**config.mk**
```make
export PLATFORM = sky130hd
export DESIGN_NAME = mdio_station
export DESIGN_NICKNAME = d
export VERILOG_FILES = /design/src/rtl/mdio_pkg.sv /design/src/rtl/mdio_clkgen.sv /design/src/rtl/mdio_seq.sv /design/src/rtl/mdio_regs.sv /design/src/rtl/mdio_station.sv
export SDC_FILE = /design/constraint.sdc
export NUM_CORES = 1
export LEC_CHECK = 0
export BUFFER_PORTS_ARGS = -buffer_cell sky130_fd_sc_hd__buf_2
export CORE_ASPECT_RATIO = 1.4
export CORE_UTILIZATION = 63
export DETAILED_ROUTE_END_ITERATION = 6
export PLACE_DENSITY = 0.92
export SETUP_SLACK_MARGIN = 0.05
export SYNTH_ARGS = -nofsm -noshare
export SYNTH_HDL_FRONTEND = slang
export SYNTH_SLANG_ARGS = --single-unit
```
**constraint.sdc**
```tcl
create_clock -name clk -period 11.35 [get_ports clk]
set_input_delay 0.5675 -clock clk [delete_from_list [all_inputs] [get_ports clk]]
set_output_delay 0.5675 -clock clk [all_outputs]
set_load 0.02 [all_outputs]
```
**src/rtl/mdio_pkg.sv**
```systemverilog
package mdio_pkg;

  localparam int FRAME_BITS = 64;
  localparam int IDX_W      = $clog2(FRAME_BITS);

  localparam logic [IDX_W-1:0] TA_IDX   = IDX_W'(46);
  localparam logic [IDX_W-1:0] DATA_IDX = IDX_W'(48);
  localparam logic [IDX_W-1:0] LAST_IDX = IDX_W'(FRAME_BITS - 1);

  localparam logic [1:0] SOF_CODE = 2'b01;
  localparam logic [1:0] OP_WRITE = 2'b01;
  localparam logic [1:0] OP_READ  = 2'b10;
  localparam logic [1:0] TA_DRIVE = 2'b10;

  typedef struct packed {
    logic [4:0] phy;
    logic [4:0] ra;
    logic [1:0] div_sel;
    logic       wr;
    logic       busy;
  } ctrl_t;

endpackage

```
**src/rtl/mdio_clkgen.sv**
```systemverilog
module mdio_clkgen #(
  parameter int HALF0 = 10,
  parameter int HALF1 = 13,
  parameter int HALF2 = 21,
  parameter int HALF3 = 31
) (
  input  logic       clk,
  input  logic       rst_n,
  input  logic       run,
  input  logic [1:0] sel,
  output logic       mdc,
  output logic       rise_stb,
  output logic       fall_stb
);

  localparam int HMAX01 = (HALF0 > HALF1) ? HALF0 : HALF1;
  localparam int HMAX23 = (HALF2 > HALF3) ? HALF2 : HALF3;
  localparam int HMAX   = (HMAX01 > HMAX23) ? HMAX01 : HMAX23;
  localparam int CW     = $clog2(HMAX + 1);

  logic [CW-1:0] cnt_q, cnt_nxt, term;
  logic          mdc_q, mdc_nxt, tick;

  always_comb begin
    case (sel)
      2'd0:    term = CW'(HALF0 - 1);
      2'd1:    term = CW'(HALF1 - 1);
      2'd2:    term = CW'(HALF2 - 1);
      default: term = CW'(HALF3 - 1);
    endcase
  end

  assign tick = run && (cnt_q == term);

  always_comb begin
    cnt_nxt = cnt_q;
    mdc_nxt = mdc_q;
    if (!run) begin
      cnt_nxt = '0;
      mdc_nxt = 1'b0;
    end else if (tick) begin
      cnt_nxt = '0;
      mdc_nxt = ~mdc_q;
    end else begin
      cnt_nxt = cnt_q + 1'b1;
    end
  end

  always_ff @(posedge clk or negedge rst_n) begin
    if (!rst_n) begin
      cnt_q <= '0;
      mdc_q <= 1'b0;
    end else begin
      cnt_q <= cnt_nxt;
      mdc_q <= mdc_nxt;
    end
  end

  assign mdc      = mdc_q;
  assign rise_stb = tick & ~mdc_q;
  assign fall_stb = tick &  mdc_q;

endmodule

```
**src/rtl/mdio_seq.sv**
```systemverilog
module mdio_seq
  import mdio_pkg::*;
(
  input  logic        clk,
  input  logic        rst_n,
  input  logic        launch,
  input  logic        wr,
  input  logic [4:0]  phy,
  input  logic [4:0]  ra,
  input  logic [15:0] wdata,
  input  logic        rise_stb,
  input  logic        fall_stb,
  input  logic        mdio_i,
  output logic        active,
  output logic        done,
  output logic        mdio_o,
  output logic        mdio_oe,
  output logic [15:0] rdata
);

  logic                  act_q, act_nxt;
  logic [IDX_W-1:0]      idx_q, idx_nxt;
  logic [FRAME_BITS-1:0] sh_q, sh_nxt, frame;
  logic [15:0]           cap_q, cap_nxt;
  logic                  step_en, cap_en;

  assign frame = {{32{1'b1}}, SOF_CODE, (wr ? OP_WRITE : OP_READ), phy, ra, TA_DRIVE, wdata};

  assign step_en = act_q & fall_stb;
  assign done    = step_en & (idx_q == LAST_IDX);
  assign cap_en  = act_q & rise_stb & ~wr & (idx_q >= DATA_IDX);

  always_comb begin
    act_nxt = act_q;
    idx_nxt = idx_q;
    sh_nxt  = sh_q;
    if (launch) begin
      act_nxt = 1'b1;
      idx_nxt = '0;
      sh_nxt  = frame;
    end else if (done) begin
      act_nxt = 1'b0;
    end else if (step_en) begin
      idx_nxt = idx_q + 1'b1;
      sh_nxt  = {sh_q[FRAME_BITS-2:0], 1'b0};
    end
  end

  always_comb begin
    cap_nxt = cap_q;
    if (cap_en) cap_nxt = {cap_q[14:0], mdio_i};
  end

  always_ff @(posedge clk or negedge rst_n) begin
    if (!rst_n) begin
      act_q <= 1'b0;
      idx_q <= '0;
      sh_q  <= '0;
      cap_q <= '0;
    end else begin
      act_q <= act_nxt;
      idx_q <= idx_nxt;
      sh_q  <= sh_nxt;
      if (cap_en) cap_q <= cap_nxt;
    end
  end

  assign active  = act_q;
  assign mdio_o  = sh_q[FRAME_BITS-1];
  assign mdio_oe = act_q & (wr | (idx_q < TA_IDX));
  assign rdata   = cap_q;

endmodule

```
**src/rtl/mdio_regs.sv**
```systemverilog
module mdio_regs
  import mdio_pkg::*;
(
  input  logic        clk,
  input  logic        rst_n,
  input  logic        we,
  input  logic        addr,
  input  logic [15:0] wdata,
  input  logic        done,
  input  logic [15:0] rdata,
  output ctrl_t       ctrl,
  output logic [15:0] data
);

  ctrl_t       ctrl_q, ctrl_nxt;
  logic [15:0] data_q, data_nxt;
  logic        ctrl_en, data_en;

  always_comb begin
    ctrl_nxt = ctrl_q;
    data_nxt = data_q;
    ctrl_en  = 1'b0;
    data_en  = 1'b0;
    if (done) begin
      ctrl_en       = 1'b1;
      ctrl_nxt.busy = 1'b0;
      if (!ctrl_q.wr) begin
        data_en  = 1'b1;
        data_nxt = rdata;
      end
    end else if (we && !ctrl_q.busy) begin
      if (addr) begin
        ctrl_en  = 1'b1;
        ctrl_nxt = ctrl_t'(wdata[13:0]);
      end else begin
        data_en  = 1'b1;
        data_nxt = wdata;
      end
    end
  end

  always_ff @(posedge clk or negedge rst_n) begin
    if (!rst_n) begin
      ctrl_q <= '0;
      data_q <= '0;
    end else begin
      if (ctrl_en) ctrl_q <= ctrl_nxt;
      if (data_en) data_q <= data_nxt;
    end
  end

  assign ctrl = ctrl_q;
  assign data = data_q;

endmodule

```
**src/rtl/mdio_station.sv**
```systemverilog
module mdio_station
  import mdio_pkg::*;
#(
  parameter int HALF0 = 10,
  parameter int HALF1 = 13,
  parameter int HALF2 = 21,
  parameter int HALF3 = 31
) (
  input  logic        clk,
  input  logic        rst_n,
  input  logic        reg_we,
  input  logic        reg_addr,
  input  logic [15:0] reg_wdata,
  output logic [15:0] data_q,
  output logic [13:0] ctrl_q,
  output logic        mdc,
  input  logic        mdio_i,
  output logic        mdio_o,
  output logic        mdio_oe
);

  logic [1:0]  rst_pipe;
  logic        rst_s;
  ctrl_t       ctrl;
  logic        active, done, launch, rise_stb, fall_stb;
  logic [15:0] rdata;

  always_ff @(posedge clk or negedge rst_n) begin
    if (!rst_n) rst_pipe <= 2'b00;
    else        rst_pipe <= {rst_pipe[0], 1'b1};
  end
  assign rst_s = rst_pipe[1];

  assign launch = ctrl.busy & ~active;

  mdio_regs u_regs (
    .clk   (clk),
    .rst_n (rst_s),
    .we    (reg_we),
    .addr  (reg_addr),
    .wdata (reg_wdata),
    .done  (done),
    .rdata (rdata),
    .ctrl  (ctrl),
    .data  (data_q)
  );

  mdio_clkgen #(
    .HALF0 (HALF0),
    .HALF1 (HALF1),
    .HALF2 (HALF2),
    .HALF3 (HALF3)
  ) u_clkgen (
    .clk      (clk),
    .rst_n    (rst_s),
    .run      (active),
    .sel      (ctrl.div_sel),
    .mdc      (mdc),
    .rise_stb (rise_stb),
    .fall_stb (fall_stb)
  );

  mdio_seq u_seq (
    .clk      (clk),
    .rst_n    (rst_s),
    .launch   (launch),
    .wr       (ctrl.wr),
    .phy      (ctrl.phy),
    .ra       (ctrl.ra),
    .wdata    (data_q),
    .rise_stb (rise_stb),
    .fall_stb (fall_stb),
    .mdio_i   (mdio_i),
    .active   (active),
    .done     (done),
    .mdio_o   (mdio_o),
    .mdio_oe  (mdio_oe),
    .rdata    (rdata)
  );

  assign ctrl_q = ctrl;

endmodule

```
-- After elaboration in Yosys (flattened, before gate mapping)
Index checks and enable logic that the tools add are counted.
- input port bits: 21
- output and inout port bits: 33
- flip-flop bits (word level): 125
- word-level logic and storage cells: 79
- bitwise gates (word level): 14
- reduce and logical (&&, ||, !) cells: 12
- muxes and demuxes: 28
- $add $sub $neg: 2
- $lt $le $gt $ge: 2
- eq/ne operators: 8
- operators with widths (cell ; count):
    $mux 64 ; 3
    $mux 16 ; 4
    $mux 6 ; 3
    $pmux 5 s3 ; 1
    $mux 1 ; 14
    $mux 5 ; 2
    $and 1x1->1 ; 9
    $reduce_and 4->1 ; 2
    $reduce_bool 2->1 ; 4
    $add 6x1->6 const B ; 1
    $eq 6x6->1 const B ; 1
    $ge 6x6->1 const B ; 1
    $lt 6x6->1 const B ; 1
    $ne 2x1->1 const B ; 3
    $add 5x1->5 const B ; 1
    $eq 5x5->1 ; 1
    $not 1->1 ; 4
    $reduce_and 3->1 ; 1
    $eq 2x1->1 const B ; 1
    $eq 2x2->1 const B ; 1
    $logic_and 1x1->1 ; 2
    $logic_not 2->1 ; 1
    $mux 2 ; 1
    $ne 2x2->1 const B ; 1
    3 further kinds ; 3

-- Logic depth before layout (Yosys ltp)
Gate-level depths: netlist (run 1).
- word-level depth: 9
- depth in mapped cells: 7

-- By module
From an unflattened synthesis (run 1), not the netlist that was laid out.
- cell total of the unflattened synthesis: 519
- area total of the unflattened synthesis: 6069.6 µm²
- modules (own cells, without submodules) (module ; cells each ; area each (µm²) ; sequential area each (µm²) ; instances):
    mdio_seq ; 397 ; 4264.1 ; 2177.1 ; 1
    mdio_regs ; 86 ; 1386.3 ; 750.7 ; 1
    mdio_clkgen ; 32 ; 351.6 ; 150.1 ; 1
    mdio_station ; 4 ; 67.6 ; 50.0 ; 1

-- Worst setup path after synthesis (run 1)
OpenSTA, ideal clock, no wires.
- path type: register -> register
- from: reg, netlist name u_regs.ctrl[2]
- to: reg, netlist name u_regs.ctrl[10]
- arrival time: 1919 ps
- path buffers: 1
- cell stages (with the launch flop): 7
- path slack: 9307 ps
- clock period less this slack: 2043 ps
- cell sequence: dfrtp_1 -> nor2b_1 -> a211oi_1 -> o211a_4 -> nor3_4 -> buf_4 -> mux2_2
- cells in the longest elaborated chain, start to end: 9
- RTL lines (item ; line ; source):
    $eq 2x2->1 (tied with other cells) ; mdio_clkgen.sv:25 ; case (sel)
    $pmux 5 s3 * ; mdio_clkgen.sv:25 ;
    $eq 5x5->1 * ; mdio_clkgen.sv:33 ; assign tick = run && (cnt_q == term);
    $logic_and 1x1->1 * ; mdio_clkgen.sv:33 ;
    $and 1x1->1 * ; mdio_clkgen.sv:61 ; assign fall_stb = tick & mdc_q;
    $and 1x1->1 * ; mdio_seq.sv:29 ; assign step_en = act_q & fall_stb;
    $and 1x1->1 * ; mdio_seq.sv:30 ; assign done = step_en & (idx_q == LAST_IDX);
    $mux 1 / $not 1->1 (equally long branches) ; -- ;
    $reduce_and 4->1 (no source line) * ; -- ;
Mark *: on every way between the ends. The rest lies on a longest branch, timed or not.
A chain may end at the register's enable or synchronous reset.

-- Worst setup path in the final report (run 1)
- from: reg u_clkgen.cnt_q[0]
- to: reg u_seq.sh_q[0]
- cells in the longest elaborated chain, start to end: 7
- RTL lines (item ; line ; source):
    start, declared ; mdio_clkgen.sv:21 ; logic [CW-1:0] cnt_q, cnt_nxt, term;
    start signal, assigned ; mdio_clkgen.sv:54 ; cnt_q <= cnt_nxt;
    $eq 5x5->1 * ; mdio_clkgen.sv:33 ;
    $logic_and 1x1->1 * ; mdio_clkgen.sv:33 ;
    $and 1x1->1 * ; mdio_clkgen.sv:61 ;
    $and 1x1->1 * ; mdio_seq.sv:29 ;
    $and 1x1->1 ; mdio_seq.sv:30 ;
    $ne 2x1->1 (no source line) ; -- ;
    $reduce_and 2->1 (no source line) * ; -- ;
    end signal, assigned ; mdio_seq.sv:63 ; sh_q <= sh_nxt;
    end, declared ; mdio_seq.sv:23 ; logic [FRAME_BITS-1:0] sh_q, sh_nxt, frame;
Marked as above.

==> summary.md, run 1 <==
| Metric | Value |
|---|---|
| Total grt overflow | 0 |
| Worst setup path class | flop to flop |
| CP startpoint kind | flop |
| Max frequency | 362 MHz |
| LEAKAGE | 2.66 nW |
| DR vias/cell | 6.52 |
| Final setup viols | 0 |
| Cts hold-fix bufs | 1 |
| GP Congestion | 0.830 |
| PortBufs | 53 |
| Worst slew pin tran | 1.18 ns |
| Seq cells post-synth | 125 |
| Cells after synthesis | 468 |
| Rows | 39 |
| Die Height | 112 um |
| Core footprint | 0.00825 mm^2 |
| Worst-Skew Late Latency | 0.41 ns |
| Hold crit path type | primary input to flop |
| DR WL/cell | 19.5 um |
| I/O pin cnt | 54 |
| Fin crit share | 24.3% |
| CP Capture Type | flop |
| Layout cell share with drive strength beyond 1 | 26.9% |
| DP HPWL | 7320 um |
| Pre-antenna DRT Iters | 5 |
| Post-synthesis net count | 491 |
| Arr. time, crit path | 2.99 ns |
| Crit path required time | 11.58 ns |
| Hold WS | 0.402 ns |
| RSZ-0062 raised after global routing | no |
| Setup TNS | 0 ns |
| Final Non-Filler Cells | 623 |
| Die Width | 80.3 um |
| Vias in the first global route | 4073 |
| Layout Area Growth over Synthesis | 15.4% |
| Resized cells post-CTS | 0 |
| Drc violations | 0 |
| Most frequent cells in the layout | dfrtp_1 (124), buf_2 (53), nor2_1 (44), o21ai_0 (41), nand3_1 (40) |
| Synth Flop Type | dfrtp_1 |
| Post-synth ARST share | 100% |
| Crit Path Max Fanout | 62 |
| CTS Root Cell | clkbuf_16 |
| Clock transition at path regs | 0.05 ns |
| Wirelength, routed | 12200 um |
| Global Route Usage Sum | 30.8% |
| Postcts setup bufs | 0 |
| Final setup margin | 8.59 ns |
| Sink Count | 125 |
| Number of synthesized flops with an enable pin | 0 |
| Final Hold Vio Count | 0 |
| Pwr/cell area | 245 mW/mm^2 |
| Yosys top cell area share | 57.8% |
| Synthesized area | 0.00541 mm^2 |
| Distinct cells, synth | 52 |
| Post-DRT Antenna Nets | 0 |
| Mean Syn Cell Area | 11.6 um^2 |
| Largest net degree at the start of global routing | 71 |
| DP Cell Count | 595 |
| Fin crit period | 2.76 ns |
| DIE AREA | 0.00897 mm^2 |
| TritonCTS clock tree | built |
| Final net count | 536 |
| Sequential fraction of the synthesis area | 57.8% |
| Initial antenna violation count | 0 |
| Outcome | finished, final reports clean |
| Worst relative slew slack | 21.5% |
| H-Tree Depth | 4 |
| Via count | 4062 |
| Post-synth top area cell | dfrtp_1 |
| Slew Limit Fails | 0 |
| CTS buffer count | 17 |
| Area contributors post-synth | dfrtp_1 (58%), mux2_2 (6.0%), a221o_1 (4.4%), o21ai_0 (3.8%), nand3_1 (3.7%) |
| Drt initial violations | 385 |
| First-pass GRT wire length | 20300 um |
| Util after Layout | 75.7% |
| Antenna cells | 0 |
| Place WS | 8.66 ns |
| Clock buffer depth | 2 |
| Most common cell after layout, fill and taps aside | dfrtp_1 |
| VDD IR max | 156 uV |
| MaxCap Viol Count | 0 |
| Worst Skew | 0.00408 ns |
| Yosys synthesis warning count | 0 |
| Initial cell density of the core | 65.6% |
==> cell type report <==
cell class	count	area [um^2]
sequential	125	3130
multi-input combinational	305	2120
fill	463	2010
clock buffer	25	495
timing repair buffer	58	305
tap	102	128
clock inverter	2	35.0
inverter	6	22.5
==> cell usage after synthesis (all sizes together), types with 3 or more instances <==
library cell,n
or3,16
clkbuf,19
o221a,16
xor2,3
nand3,40
o21ai,43
o41ai,3
nor2b,4
and2,26
mux2,29
dfrtp,125
mux2i,3
a21oi,3
buf,13
a221o,24
nor2,45
o311ai,3
nand2b,3
nand2,16
inv,6
==> through the flow <==
step / instance area, um^2 / total power [W]
after global placement: 5700 / 0.00100
after global routing: 6240 / 0.00160
final: 6240 / 0.00153
after CTS: 6240 / 0.00153
after floorplan: 5410 / 0.000916
after detailed placement: 5700 / 0.00103
==> per-layer routing <==
metal | part of all wire (%) | GRT usage (%) | vias up
met5 | 0 | 0 | -
met4 | 2.9 | 16.8 | 0
met2 | 52 | 46.6 | 192
met3 | 5.8 | 8.20 | 40
li1 | - | - | 1801
met1 | 39 | 40.4 | 2029
==> critical path: stages, from the launching register on <==
cell	delay [ns]
dfrtp_1	0.42
nand2b_2	0.23
a2111oi_4	0.45
o21ai_2	0.23
nor2_4	0.94
o21ai_0	0.28
==> state kept, by name, summed over array words and instances (netlist names) <==
signal	cells
u_seq.sh_q	64
u_regs.data	16
u_seq.rdata	16
u_regs.ctrl	14
u_seq.idx_q	6
u_clkgen.cnt_q	5
rst_pipe	2
u_clkgen.mdc	1
u_seq.active	1
==> final timing paths <==
path,to,cells after the start,slack [ns],startpoint
max in group asynchronous,u_seq.sh_q[11]$_DFFE_PN0P_,1,9.70,rst_pipe[1]$_DFF_PN0_
worst max-delay path,u_seq.sh_q[0]$_DFFE_PN0P_,5,8.59,u_clkgen.cnt_q[0]$_DFF_PN0_
min in group asynchronous,u_clkgen.cnt_q[2]$_DFF_PN0_,0,0.46,rst_pipe[1]$_DFF_PN0_
worst min-delay path,u_regs.ctrl[4]$_DFFE_PN0P_,2,0.40,reg_wdata[4]
worst max register to register,u_seq.sh_q[0]$_DFFE_PN0P_,5,8.59,u_clkgen.cnt_q[0]$_DFF_PN0_
worst min register to register,rst_pipe[1]$_DFF_PN0_,0,0.40,rst_pipe[0]$_DFF_PN0_
==> report_power, final <==
group | switching [W] | leakage [nW] | internal, W
clock network | 0.000174 | 0.261 | 0.000317
logic | 0.000186 | 0.954 | 0.000157
registers | 0.000116 | 1.45 | 0.000580
==> logic make-up after synthesis <==
group,synth area share (%)
muxes,6.59
buffers and inverters,3.15
adders and majority gates,0.463
AOI/OAI and AO/OA,16.0
xor gates and xnor gates,0.648
DFF,57.8
and+or+nand+nor,15.3
other,0.0693
Note: power is estimated with default switching activity, not from simulation.
==> inputs of run 2 (changes only) <==
Settings changed: CORE_UTILIZATION 63 to 53, PLACE_DENSITY 0.92 to 0.84.
Clock period 11.35 ns to 2.4 ns, I/O delays scaled along.
==> run 2 against run 1 <==
  * Combinational power grew to 4.9 times the previous value
  * Highest routed layer unchanged
  * Largest cell class unchanged
  * Die area is 18% higher
  * Sequential share of layout area is 3.2 points lower
==> summary.md, run 2 (synthesis gave the netlist of run 1 again) <==
| Metric | Value |
|---|---|
| Outcome | finished, final reports clean |
| Largest register FFs | 64 |
| RSZ-0062 raised after global routing | yes |
| Via count | 4138 |
| Fin crit share | 92.7% |
| Rows | 43 |
| Total power | 0.00788 W |
| Wirelength, routed | 12400 um |
| Most common cell after layout, fill and taps aside | dfrtp_1 |
| Layout cell share with drive strength beyond 1 | 28.2% |
| Total grt overflow | 0 |
| Worst Skew | 0.00589 ns |
| DR WL/cell | 18.3 um |
| Largest net degree at the start of global routing | 90 |
| Core footprint | 0.00990 mm^2 |
| Vias in the first global route | 4230 |
| Final Hold Vio Count | 0 |
| Sink Count | 125 |
| Clock transition at path regs | 0.06 ns |
| Layout fillers | 697 |
| CP Capture Type | flop |
| Critical path buffer and inverter count | 1 |
| Worst-Skew Late Latency | 0.42 ns |
| Area occupied by multi-input gates | 0.00214 mm^2 |
| Hold WS | 0.0127 ns |
| Pre-antenna DRT Iters | 5 |
| CTS Root Cell | clkbuf_16 |
| First-pass GRT wire length | 20600 um |
| DIE AREA | 0.0106 mm^2 |
| DR vias/cell | 6.08 |
| DP HPWL | 7290 um |
| Pwr/cell area | 1180 mW/mm^2 |
| Slew Limit Fails | 0 |
| Worst setup path class | flop to flop |
| Die Height | 122 um |
| Crit path required time | 2.70 ns |
| Post-DRT Antenna Nets | 0 |
| Worst relative slew slack | 54.9% |
| Hold crit path type | primary input to asynchronous set/reset pin |
| Worst slew pin tran | 0.676 ns |
| CP Cell Sequence | nor2b_1 > o21a_2 > o211a_4 > nor3_4 > buf_4 > mux2_2 |
| Initial antenna violation count | 0 |
| Post-DP Area | 0.00580 mm^2 |
| Final setup viols | 0 |
| Slowest CP cell | dfrtp_1 |
| CP peak stage delay | 0.43 ns |
| Final Instance Area | 0.00666 mm^2 |
| Setup TNS | 0 ns |
| PortBufs | 53 |
| Initial cell density of the core | 54.6% |
| Most frequent cells in the layout | dfrtp_1 (124), buf_2 (53), nor2_1 (44), o21ai_0 (41), nand3_1 (40) |
| Die Width | 87.4 um |
| DP Cell Count | 633 |
| Final Non-Filler Cells | 681 |
| Clock buffer depth | 2 |
| Fin crit period | 2.23 ns |
| Arr. time, crit path | 2.52 ns |
| Drt initial violations | 352 |
| Reg with most FFs | u_seq.sh_q |
| Kind of cell adding the most delay to the critical path | compound AO/OA/AOI/OAI gates |
| Crit Path Max Fanout | 18 |
| GP Congestion | 0.873 |
| FF/Latch Area | 0.00313 mm^2 |
| LEAKAGE | 2.83 nW |
| MaxCap Viol Count | 0 |
| TritonCTS clock tree | built |
| Postcts setup bufs | 0 |
| Antenna cells | 0 |
| I/O pin cnt | 54 |
| Final net count | 556 |
| H-Tree Depth | 4 |
| Max frequency | 449 MHz |
| Drc violations | 0 |
| VDD IR max | 716 uV |
| CP startpoint kind | flop |
| CTS buffer count | 17 |
| Layout Area Growth over Synthesis | 23.2% |
| Global Route Usage Sum | 25.6% |
-- run 2: path summary, 6_finish.rpt --
path                       slack, ns                           to                         from  cells past startpoint
min reg2reg                     0.36  u_clkgen.cnt_q[1]$_DFF_PN0_        rst_pipe[1]$_DFF_PN0_                      1
min                             0.01        rst_pipe[1]$_DFF_PN0_                        rst_n                      2
min in group clk                0.05  u_regs.data[15]$_DFFE_PN0P_                reg_wdata[15]                      3
max reg2reg                     0.17   u_regs.ctrl[6]$_DFFE_PN0P_  u_clkgen.cnt_q[0]$_DFF_PN0_                      6
max in group asynchronous       1.65   u_seq.sh_q[52]$_DFFE_PN0P_        rst_pipe[1]$_DFF_PN0_                      1
max                             0.17   u_regs.ctrl[6]$_DFFE_PN0P_  u_clkgen.cnt_q[0]$_DFF_PN0_                      6
-- run 2: layer usage --
metal | vias to the layer above | part of all wire (%) | track usage (%)
met5 | - | 0 | 0
li1 | 1837 | - | -
met1 | 2112 | 41 | 32.8
met2 | 145 | 51 | 39.7
met4 | 0 | 3.6 | 12.4
met3 | 44 | 4.7 | 7.66
-- run 2: power breakdown --
| part | switching [W] | leakage, nW | internal [W] |
|---|---|---|---|
| clock network | 0.000951 | 0.332 | 0.00198 |
| registers | 0.000514 | 1.45 | 0.00274 |
| logic | 0.000918 | 1.05 | 0.000772 |
-- run 2: per-stage QoR --
stage / setup WS [ns] / util [%]
finish: 0.175 / 67.3
floorplan: 0.317 / -
CTS: 0.146 / 67.2
global route: 0.0296 / 67.3
global placement: 0.187 / 58.6
detailed placement: 0.0713 / 58.6
-- run 2: layout make-up --
class                           count  area share, %
Tap cell                          135           2.54
Clock inverter                     13           3.57
Inverter                            6          0.338
Sequential cell                   125           47.0
Timing Repair Buffer               78           7.83
Multi-Input combinational cell    305           32.1
Clock buffer                       19           6.65
-- run 2: repair_timing --
item,in CTS,in global routing
pin swaps,0,0
gates resized for setup,1,2
hold buffers,16,0
setup endpoints to repair,1,30
endpoints found under the hold margin,17,0
-- run 2: worst register-to-register path: cells and delay by family (launching register included) --
kind | cells | cell delay, ns
muxes | 1 | 0.37
AOI/OAI and AO/OA | 2 | 0.60
DFF | 1 | 0.43
and+or+nand+nor | 2 | 0.44
buffers and inverters | 1 | 0.27
